$ cat src/rtl/txdesc_pkg.sv
package txdesc_pkg;
    // control word bit positions (word 0)
    localparam int OWN_BIT  = 31;
    localparam int IOC_BIT  = 30;
    localparam int LS_BIT   = 29;
    localparam int EOR_BIT  = 21;
    localparam int CTL_LO   = 16;
    localparam int CTL_W    = OWN_BIT - CTL_LO;     // bits [30:16]
    localparam int IOC_IDX  = IOC_BIT - CTL_LO;
    localparam int LS_IDX   = LS_BIT - CTL_LO;
    localparam int EOR_IDX  = EOR_BIT - CTL_LO;

    // byte counts (word 1)
    localparam int CNT_W    = 13;
    localparam int CNT2_LO  = 16;

    // status register layout
    localparam int ST_SRC   = 3;                    // w1c source bits
    localparam int ST_W     = ST_SRC + 2;
    localparam int ST_DONE  = 0;
    localparam int ST_BUNAV = 1;
    localparam int ST_UNFL  = 2;
    localparam int ST_NSUM  = 3;
    localparam int ST_ASUM  = 4;

    typedef enum logic [3:0] {
        S_IDLE, S_F0, S_F1, S_F2, S_F3, S_DWAIT, S_DREQ, S_WB, S_SUSP
    } txd_state_e;
endpackage

$ cat src/rtl/txdesc_stat.sv
module txdesc_stat
    import txdesc_pkg::*;
(
    input  logic              clk,
    input  logic              rst_n,
    input  logic [ST_SRC-1:0] set_i,
    input  logic [ST_SRC-1:0] clr_i,
    output logic [ST_W-1:0]   stat_o
);
    logic [ST_SRC-1:0] src_d, src_q;

    for (genvar i = 0; i < ST_SRC; i++) begin : g_bit
        always_comb src_d[i] = set_i[i] | (src_q[i] & ~clr_i[i]);
    end

    always_ff @(posedge clk) begin
        if (!rst_n) src_q <= '0;
        else        src_q <= src_d;
    end

    assign stat_o = {src_q[ST_UNFL], src_q[ST_DONE] | src_q[ST_BUNAV], src_q};
endmodule

$ cat src/rtl/txdesc_nextptr.sv
module txdesc_nextptr #(
    parameter int AW = 32
) (
    input  logic [AW-1:0] cur_i,
    input  logic [AW-1:0] link_i,
    input  logic [AW-1:0] base_i,
    input  logic          chain_i,
    input  logic          eor_i,
    output logic [AW-1:0] nxt_o
);
    localparam int DESC_BYTES = 16;

    always_comb begin
        if (chain_i)    nxt_o = link_i;
        else if (eor_i) nxt_o = base_i;
        else            nxt_o = cur_i + AW'(DESC_BYTES);
    end
endmodule

$ cat src/rtl/txdesc_ctrl.sv
module txdesc_ctrl
    import txdesc_pkg::*;
#(
    parameter int AW = 32
) (
    input  logic              clk,
    input  logic              rst_n,
    input  logic              poll_i,
    input  logic              chain_i,
    input  logic [AW-1:0]     base_i,
    input  logic              unf_i,
    output logic              mem_req_o,
    output logic              mem_we_o,
    output logic [AW-1:0]     mem_addr_o,
    output logic [31:0]       mem_wdata_o,
    input  logic              mem_ack_i,
    input  logic [31:0]       mem_rdata_i,
    output logic              fifo_wr_o,
    output logic [31:0]       fifo_data_o,
    output logic              fifo_last_o,
    input  logic              fifo_full_i,
    input  logic [AW-1:0]     nxt_i,
    output logic [AW-1:0]     cur_o,
    output logic [AW-1:0]     link_o,
    output logic              eor_o,
    output logic [ST_SRC-1:0] set_o,
    output logic              susp_o
);
    localparam int WORD_BYTES = 4;

    typedef struct packed {
        txd_state_e       st;
        logic [AW-1:0]    ptr;
        logic [CTL_W-1:0] ctl;
        logic [CNT_W-1:0] cnt1;
        logic [CNT_W-1:0] cnt2;
        logic [AW-1:0]    a1;
        logic [AW-1:0]    a2;
        logic [AW-1:0]    baddr;
        logic [CNT_W-1:0] rem;
        logic             bsel;
        logic             abrt;
    } ctrl_t;

    ctrl_t r_d, r_q;
    logic  abrt_now;
    logic  last_word;
    logic  use_b2;

    always_comb begin
        r_d         = r_q;
        mem_req_o   = 1'b0;
        mem_we_o    = 1'b0;
        mem_addr_o  = r_q.ptr;
        mem_wdata_o = {1'b0, r_q.ctl, r_q.abrt, 13'b0, r_q.abrt, 1'b0};
        fifo_wr_o   = 1'b0;
        fifo_data_o = mem_rdata_i;
        fifo_last_o = 1'b0;
        set_o       = '0;
        abrt_now    = r_q.abrt | unf_i;
        use_b2      = !chain_i && (r_q.cnt2 != '0);
        last_word   = r_q.rem <= CNT_W'(WORD_BYTES);

        unique case (r_q.st)
            S_IDLE: if (poll_i) begin
                r_d.ptr = base_i;
                r_d.st  = S_F0;
            end
            S_SUSP: if (poll_i) r_d.st = S_F0;
            S_F0: begin
                mem_req_o = 1'b1;
                if (mem_ack_i) begin
                    r_d.ctl  = mem_rdata_i[OWN_BIT-1:CTL_LO];
                    r_d.abrt = 1'b0;
                    if (!mem_rdata_i[OWN_BIT]) begin
                        set_o[ST_BUNAV] = 1'b1;
                        r_d.st          = S_SUSP;
                    end else begin
                        r_d.st = S_F1;
                    end
                end
            end
            S_F1: begin
                mem_req_o  = 1'b1;
                mem_addr_o = r_q.ptr + AW'(4);
                if (mem_ack_i) begin
                    r_d.cnt1 = mem_rdata_i[CNT_W-1:0];
                    r_d.cnt2 = mem_rdata_i[CNT2_LO+CNT_W-1:CNT2_LO];
                    r_d.st   = S_F2;
                end
            end
            S_F2: begin
                mem_req_o  = 1'b1;
                mem_addr_o = r_q.ptr + AW'(8);
                if (mem_ack_i) begin
                    r_d.a1 = mem_rdata_i[AW-1:0];
                    r_d.st = S_F3;
                end
            end
            S_F3: begin
                mem_req_o  = 1'b1;
                mem_addr_o = r_q.ptr + AW'(12);
                if (mem_ack_i) begin
                    r_d.a2 = mem_rdata_i[AW-1:0];
                    if (r_q.cnt1 != '0) begin
                        r_d.bsel  = 1'b0;
                        r_d.baddr = r_q.a1;
                        r_d.rem   = r_q.cnt1;
                        r_d.st    = S_DWAIT;
                    end else if (use_b2) begin
                        r_d.bsel  = 1'b1;
                        r_d.baddr = mem_rdata_i[AW-1:0];
                        r_d.rem   = r_q.cnt2;
                        r_d.st    = S_DWAIT;
                    end else begin
                        r_d.st = S_WB;
                    end
                end
            end
            S_DWAIT: begin
                r_d.abrt = abrt_now;
                if (abrt_now)          r_d.st = S_WB;
                else if (!fifo_full_i) r_d.st = S_DREQ;
            end
            S_DREQ: begin
                mem_req_o  = 1'b1;
                mem_addr_o = r_q.baddr;
                r_d.abrt   = abrt_now;
                if (mem_ack_i) begin
                    if (abrt_now) begin
                        r_d.st = S_WB;
                    end else begin
                        fifo_wr_o   = 1'b1;
                        fifo_last_o = r_q.ctl[LS_IDX] && last_word && (r_q.bsel || !use_b2);
                        r_d.baddr   = r_q.baddr + AW'(WORD_BYTES);
                        if (!last_word) begin
                            r_d.rem = r_q.rem - CNT_W'(WORD_BYTES);
                            r_d.st  = S_DWAIT;
                        end else if (!r_q.bsel && use_b2) begin
                            r_d.bsel  = 1'b1;
                            r_d.baddr = r_q.a2;
                            r_d.rem   = r_q.cnt2;
                            r_d.st    = S_DWAIT;
                        end else begin
                            r_d.st = S_WB;
                        end
                    end
                end
            end
            S_WB: begin
                mem_req_o = 1'b1;
                mem_we_o  = 1'b1;
                if (mem_ack_i) begin
                    r_d.ptr = nxt_i;
                    if (r_q.abrt) begin
                        set_o[ST_UNFL] = 1'b1;
                        r_d.st         = S_SUSP;
                    end else begin
                        set_o[ST_DONE] = r_q.ctl[LS_IDX] & r_q.ctl[IOC_IDX];
                        r_d.st         = S_F0;
                    end
                end
            end
            default: r_d.st = S_IDLE;
        endcase
    end

    always_ff @(posedge clk) begin
        if (!rst_n) begin
            r_q    <= '0;
            r_q.st <= S_IDLE;
        end else begin
            r_q <= r_d;
        end
    end

    assign cur_o  = r_q.ptr;
    assign link_o = r_q.a2;
    assign eor_o  = r_q.ctl[EOR_IDX];
    assign susp_o = (r_q.st == S_SUSP);
endmodule

$ cat src/rtl/txdesc_dma.sv
module txdesc_dma
    import txdesc_pkg::*;
#(
    parameter int AW = 32
) (
    input  logic            clk,
    input  logic            rst_n,
    input  logic            poll_dmd,
    input  logic            chain_mode,
    input  logic [AW-1:0]   ring_base,
    input  logic            tx_underflow,
    input  logic [2:0]      stat_clr,
    output logic [4:0]      stat_o,
    output logic            susp_o,
    output logic            mem_req,
    output logic            mem_we,
    output logic [AW-1:0]   mem_addr,
    output logic [31:0]     mem_wdata,
    input  logic            mem_ack,
    input  logic [31:0]     mem_rdata,
    output logic            fifo_wr,
    output logic [31:0]     fifo_wdata,
    output logic            fifo_last,
    input  logic            fifo_full
);
    logic [AW-1:0]     cur, link, nxt;
    logic              eor;
    logic [ST_SRC-1:0] set;

    txdesc_ctrl #(.AW(AW)) u_ctrl (
        .clk         (clk),
        .rst_n       (rst_n),
        .poll_i      (poll_dmd),
        .chain_i     (chain_mode),
        .base_i      (ring_base),
        .unf_i       (tx_underflow),
        .mem_req_o   (mem_req),
        .mem_we_o    (mem_we),
        .mem_addr_o  (mem_addr),
        .mem_wdata_o (mem_wdata),
        .mem_ack_i   (mem_ack),
        .mem_rdata_i (mem_rdata),
        .fifo_wr_o   (fifo_wr),
        .fifo_data_o (fifo_wdata),
        .fifo_last_o (fifo_last),
        .fifo_full_i (fifo_full),
        .nxt_i       (nxt),
        .cur_o       (cur),
        .link_o      (link),
        .eor_o       (eor),
        .set_o       (set),
        .susp_o      (susp_o)
    );

    txdesc_nextptr #(.AW(AW)) u_next (
        .cur_i   (cur),
        .link_i  (link),
        .base_i  (ring_base),
        .chain_i (chain_mode),
        .eor_i   (eor),
        .nxt_o   (nxt)
    );

    txdesc_stat u_stat (
        .clk    (clk),
        .rst_n  (rst_n),
        .set_i  (set),
        .clr_i  (stat_clr),
        .stat_o (stat_o)
    );
endmodule

$ cat config.mk
export PLATFORM = sky130hd
export DESIGN_NAME = txdesc_dma
export DESIGN_NICKNAME = d
export VERILOG_FILES = /design/src/rtl/txdesc_pkg.sv /design/src/rtl/txdesc_stat.sv /design/src/rtl/txdesc_nextptr.sv /design/src/rtl/txdesc_ctrl.sv /design/src/rtl/txdesc_dma.sv
export SDC_FILE = /design/constraint.sdc
export NUM_CORES = 1
export LEC_CHECK = 0
export BUFFER_PORTS_ARGS = -buffer_cell sky130_fd_sc_hd__buf_2
export CORE_ASPECT_RATIO = 2
export CORE_MARGIN = 3
export CORE_UTILIZATION = 32
export CTS_CLUSTER_SIZE = 28
export DETAILED_ROUTE_END_ITERATION = 6
export GPL_TIMING_DRIVEN = 0
export SLEW_MARGIN = 20
export SYNTH_ARGS = -nofsm -noshare
export SYNTH_HDL_FRONTEND = slang
export SYNTH_HIERARCHICAL = 1
export SYNTH_SLANG_ARGS = --single-unit
$ cat constraint.sdc
create_clock -name clk -period 2.41 [get_ports clk]
set_input_delay 0.241 -clock clk [delete_from_list [all_inputs] [get_ports clk]]
set_output_delay 0.241 -clock clk [all_outputs]
set_load 0.1 [all_outputs]
# == After elaboration in Yosys (flattened, before gate mapping) ==
# Index checks and enable logic that the tools add are counted.
# classes
add_sub_neg,6
n_lt_le_gt_ge,1
n_eq_ne,22
muxes,51
bitwise_logic,12
reduce_logical,26
# ops
cell,count
46-bit two-way mux,6
32-bit case mux with 4 select lines,1
32-bit two-way mux,3
46-bit case mux with 2 select lines,1
36-bit two-way mux,2
32-bit by 3-bit adder with 32-bit output (second input constant),2
32-bit by 4-bit adder with 32-bit output (second input constant),2
32-bit case mux with 2 select lines,1
4-bit two-way mux,12
4-bit case mux with 9 select lines,1
32-bit by 5-bit adder with 32-bit output (second input constant),1
13-bit nonzero test,2
1-bit two-way mux,19
2-bit inequality test (second input constant),9
4-bit by 3-bit equality test with 1-bit output (second input constant),4
13-bit by 3-bit less-or-equal comparator with 1-bit output (second input constant),1
13-bit two-way mux,1
13-bit by 3-bit subtractor with 13-bit output (second input constant),1
2-bit AND reduction,5
9-bit AND reduction,1
4-bit by 2-bit equality test with 1-bit output (second input constant),2
7-bit AND reduction,1
2-bit two-way mux,3
6-bit AND reduction,1
19 further kinds,36
# word_totals
ff_bits,191
in_bits,74
output_inout_bits,106
elab_cells,130

# == Longest topological paths before layout ==
# logic_depth
word_depth,8
ltp_mapped,10
ltp_nobuf,8

# == By module ==
# The synthesis kept the hierarchy.
# modules_own_cells
mod,instances,cells_each,area_per_inst_um2,seq_area_each_um2
txdesc_ctrl,1,1596,12040.3,3763.6
txdesc_nextptr,1,187,1256.2,0.0
txdesc_stat,1,11,130.1,60.1

# == Worst setup path after synthesis ==
# Ideal clock, no wire load.
# synth_timing
path_type,register to output
startpoint,register u_ctrl/r_q[186] in the netlist's numbering
endpoint,output port mem_addr[19]
arrival_time_ps,4951
t_required_ps,2169
path_slack_ps,-2782
stages_incl_launch_ff,7
path_buffers,1
cell_sequence,dfxtp_1 -> buf_2 -> nor4b_2 -> maj3_1 -> and2_1 -> nand4_1 -> o311ai_0
# synth_via
elab_chain_len,2
elab_cells_between_ends,5
cone_classes,eq/ne (4); mux (1)
# synth_lines
element,line_no,source
start: declaration,txdesc_ctrl.sv:45,"ctrl_t r_d, r_q;"
start signal: assignment,txdesc_ctrl.sv:173,r_q <= r_d;
4-bit by 3-bit equality test with 1-bit output or 4-bit by 2-bit equality test with 1-bit output (tied branches),txdesc_ctrl.sv:64,unique case (r_q.st)
32-bit case mux with 4 select lines *,txdesc_ctrl.sv:64,
end: declaration,txdesc_dma.sv:17,"output logic [AW-1:0] mem_addr,"
# Mark *: on every way between the ends. The rest lies on a longest branch, timed or not.

# == Worst setup path in the final report ==
# layout_timing
startpoint,register u_ctrl/r_q[187] in the netlist's numbering
endpoint,output port mem_addr[28]
# The elaborated chain is that of the path after synthesis.

==> results.cfg <==
[sta]
drv_slew = 0
max_freq_ghz = 0.329
timing.final.crit_share = 1.26
clock_skew_ps = 14.2
slew_headroom = 0.379
finalWorstSetupSlack_ps = -627
min_period_ps = 3040
hold_violations = 0
worst_slew_pin_slew_ps = 932
setup_viol = 35
hold_slack_ps = 77.2
rsz0062_at_grt = yes

[grt]
grt.total_usage = 0.301
grt_pass1_wl_um = 98100
antenna_found_initial = 0
overflow = 0
grt_pass1_vias = 15200
grt_max_degree = 20

[worst_setup_path]
path_buf_inv = 1
r2r_setup_slack_ps = -10
path_cells = nor4b_4 > xnor2_1 > ha_2 > a21oi_4 > nor3_4 > o221ai_4 > a21o_1 > a221o_2 > buf_6
worstPathArrival_ps = 2800
worst_ep_required_time_ps = 2170
worst_path_max_delay_cell = dfxtp_4
cpPeakStageDelay_ps = 360
path_max_fanout = 4
criticalPathCategory = flip-flop to output pin
worstSetupStartpointType = flip-flop
cp_top_family = compound AO/OA/AOI/OAI gates
endpoint_kind = output pin

[floorplan]
start_util = 0.325
ios = 180
coreArea_mm2 = 0.0413
die_area_mm2 = 0.0446
die_width_um = 151
die_h_um = 296
rows = 105

[layout]
drive_gt1_frac = 0.370
layout_commonest_cell = nand2_1
final_cell_mix = nand2_1 (279), buf_4 (237), dfxtp_1 (158), a21oi_1 (146), buf_2 (137)
fillers = 4115
fin_area_mm2 = 0.0189
antenna_cells = 0
fin_nets = 2180
area_growth_pct = 40.9

[job]
maxCapViolations = 0

[placement]
place_area_mm2 = 0.0153
place_hpwl_um = 52100
place_congestion = 1.05
io_buffers = 164

[power]
power.leakage_nw = 7.44
p_seq_frac = 0.294
clock_power_share = 0.247
combinationalPowerShare = 0.459
irDropWorstVdd_uv = 488
intPower_mw = 6.91
power.density_mw_per_mm2 = 659
netSwitchingPower_mw = 5.54
swShare = 0.445

[hold_path]
worst_hold_path_type = primary input to flip-flop

[clock_tree]
clk_latency_ps = 470
cts_buffers = 17
ctsLongestPathBuffers = 2
htreeDepth = 4
postCtsHoldBufs = 0
cts_sinks = 191
cts_tree = built
clk_pin_slew_worst_paths_ps = 80
clockRootBuffer = clkbuf_16

[synth]
ys_ff_latch = 191
netlist_instances = 1794
seq_area_frac_synth = 0.285
synthArstFlopShare = 0
avgSynthCellArea_um2 = 7.48
ys_warn_count = 6
ys_types = 93
synth_edf_count = 0
synthFlopType = dfxtp_1
syn_area_mm2 = 0.0134

[route]
wl_um = 68700
drc = 1
ant_nets = 0
drt-wirelength-per-cell_um = 25.9
drtIter0Drc = 1115
via_count = 15300
first_pass_iters = 7
viasPerCell = 5.79

[run_status]
status = finished, violations left
violations = DRC, setup timing
## power groups by stage
stage | clock network [mW] | registers (mW) | logic, mW
finish | 3.08 | 3.66 | 5.72
floorplan | 0 | 3.53 | 3.42
global placement | 0 | 3.67 | 4.45
CTS | 3.12 | 3.63 | 5.46
global route | 3.24 | 3.66 | 5.94
detailed placement | 0 | 3.67 | 4.48
## kinds of logic after synthesis
kind of cell / count (synthesis) / share of synthesized area
flip-flops: 191 / 0.285
XOR/XNOR: 68 / 0.0444
multiplexers: 100 / 0.0761
buffers and inverters: 280 / 0.121
AND/OR/NAND/NOR: 703 / 0.252
other: 1 / 0.000279
AO/OA/AOI/OAI: 444 / 0.215
adder cells (fa/ha/maj): 7 / 0.00634
## through the flow
step,setup TNS [ps],utilization,setup slack [ps],power (mW),instances
floorplan,-4400,-,-687,6.95,1808
CTS,-22760,0.442,-637,12.2,2622
finish,-12240,0.458,-627,12.5,2648
global route,-14820,0.458,-732,12.8,2648
detailed placement,-80700,0.370,-1440,8.15,2508
global placement,-106640,0.369,-1430,8.12,2507
## worst min-delay path, delay by kind of cell
family	cells	cell delay, ps
AO/OA/AOI/OAI	1	50
buffers and inverters	1	140
AND/OR/NAND/NOR	1	60
## timing repair
item	CTS	global route
gates resized for setup	426	140
setup endpoints to repair	194	155
pin swaps	75	61
setup buffers	84	36
hold endpoints to repair	0	0
gates cloned	2	0
## cells in the mapped netlist (35+ instances only)
cell      number  area share
nand2_1      295       0.082
dfxtp_1      191        0.28
a21oi_1      157       0.059
nor2_1       140       0.039
buf_4        133       0.074
clkbuf_1     102       0.029
mux2i_1       83       0.062
nand3_1       66       0.025
o21ai_0       65       0.024
a211oi_1      44       0.025
nand4_1       41       0.019
nor3_1        35       0.013
xnor2_1       35       0.023
## worst paths after layout
kind,from,endpoint,cells past startpoint
max,u_ctrl/r_q[187],mem_addr[28],9
min,mem_rdata[13],u_ctrl/link_o[13],3
max reg2reg,u_ctrl/r_q[122],u_ctrl/r_q[29],7
min reg2reg,u_ctrl/mem_wdata_o[17],u_ctrl/mem_wdata_o[17],2
## flip-flops by register name, indices dropped and copies added, names as in the netlist
register	cells
u_ctrl/link_o	32
u_ctrl/cur_o	32
u_ctrl/eor_o	1
u_ctrl/mem_wdata_o	15
u_stat/src_q	3
u_ctrl/r_q	108
## layer usage
layer / wire [µm] / track usage / vias to the layer above / share of wire
li1: - / - / 6926 / -
met3: 3520 / 0.0390 / 336 / 0.051
met5: 0 / 0 / - / 0
met1: 20500 / 0.271 / 7274 / 0.30
met2: 36000 / 0.557 / 797 / 0.52
met4: 8620 / 0.291 / 0 / 0.13
## final cells by class
| class | count | area, µm² | share of cell area |
|---|---|---|---|
| Inverter | 12 | 55.1 | 0.00291 |
| Sequential cell | 191 | 3910 | 0.207 |
| Tap cell | 535 | 669 | 0.0354 |
| Multi-Input combinational cell | 1337 | 9280 | 0.491 |
| Timing Repair Buffer | 281 | 2310 | 0.122 |
| Buffer | 260 | 2070 | 0.109 |
| Clock inverter | 15 | 200 | 0.0106 |
| Clock buffer | 17 | 425 | 0.0225 |
Note: power is estimated with default switching activity, not from simulation.
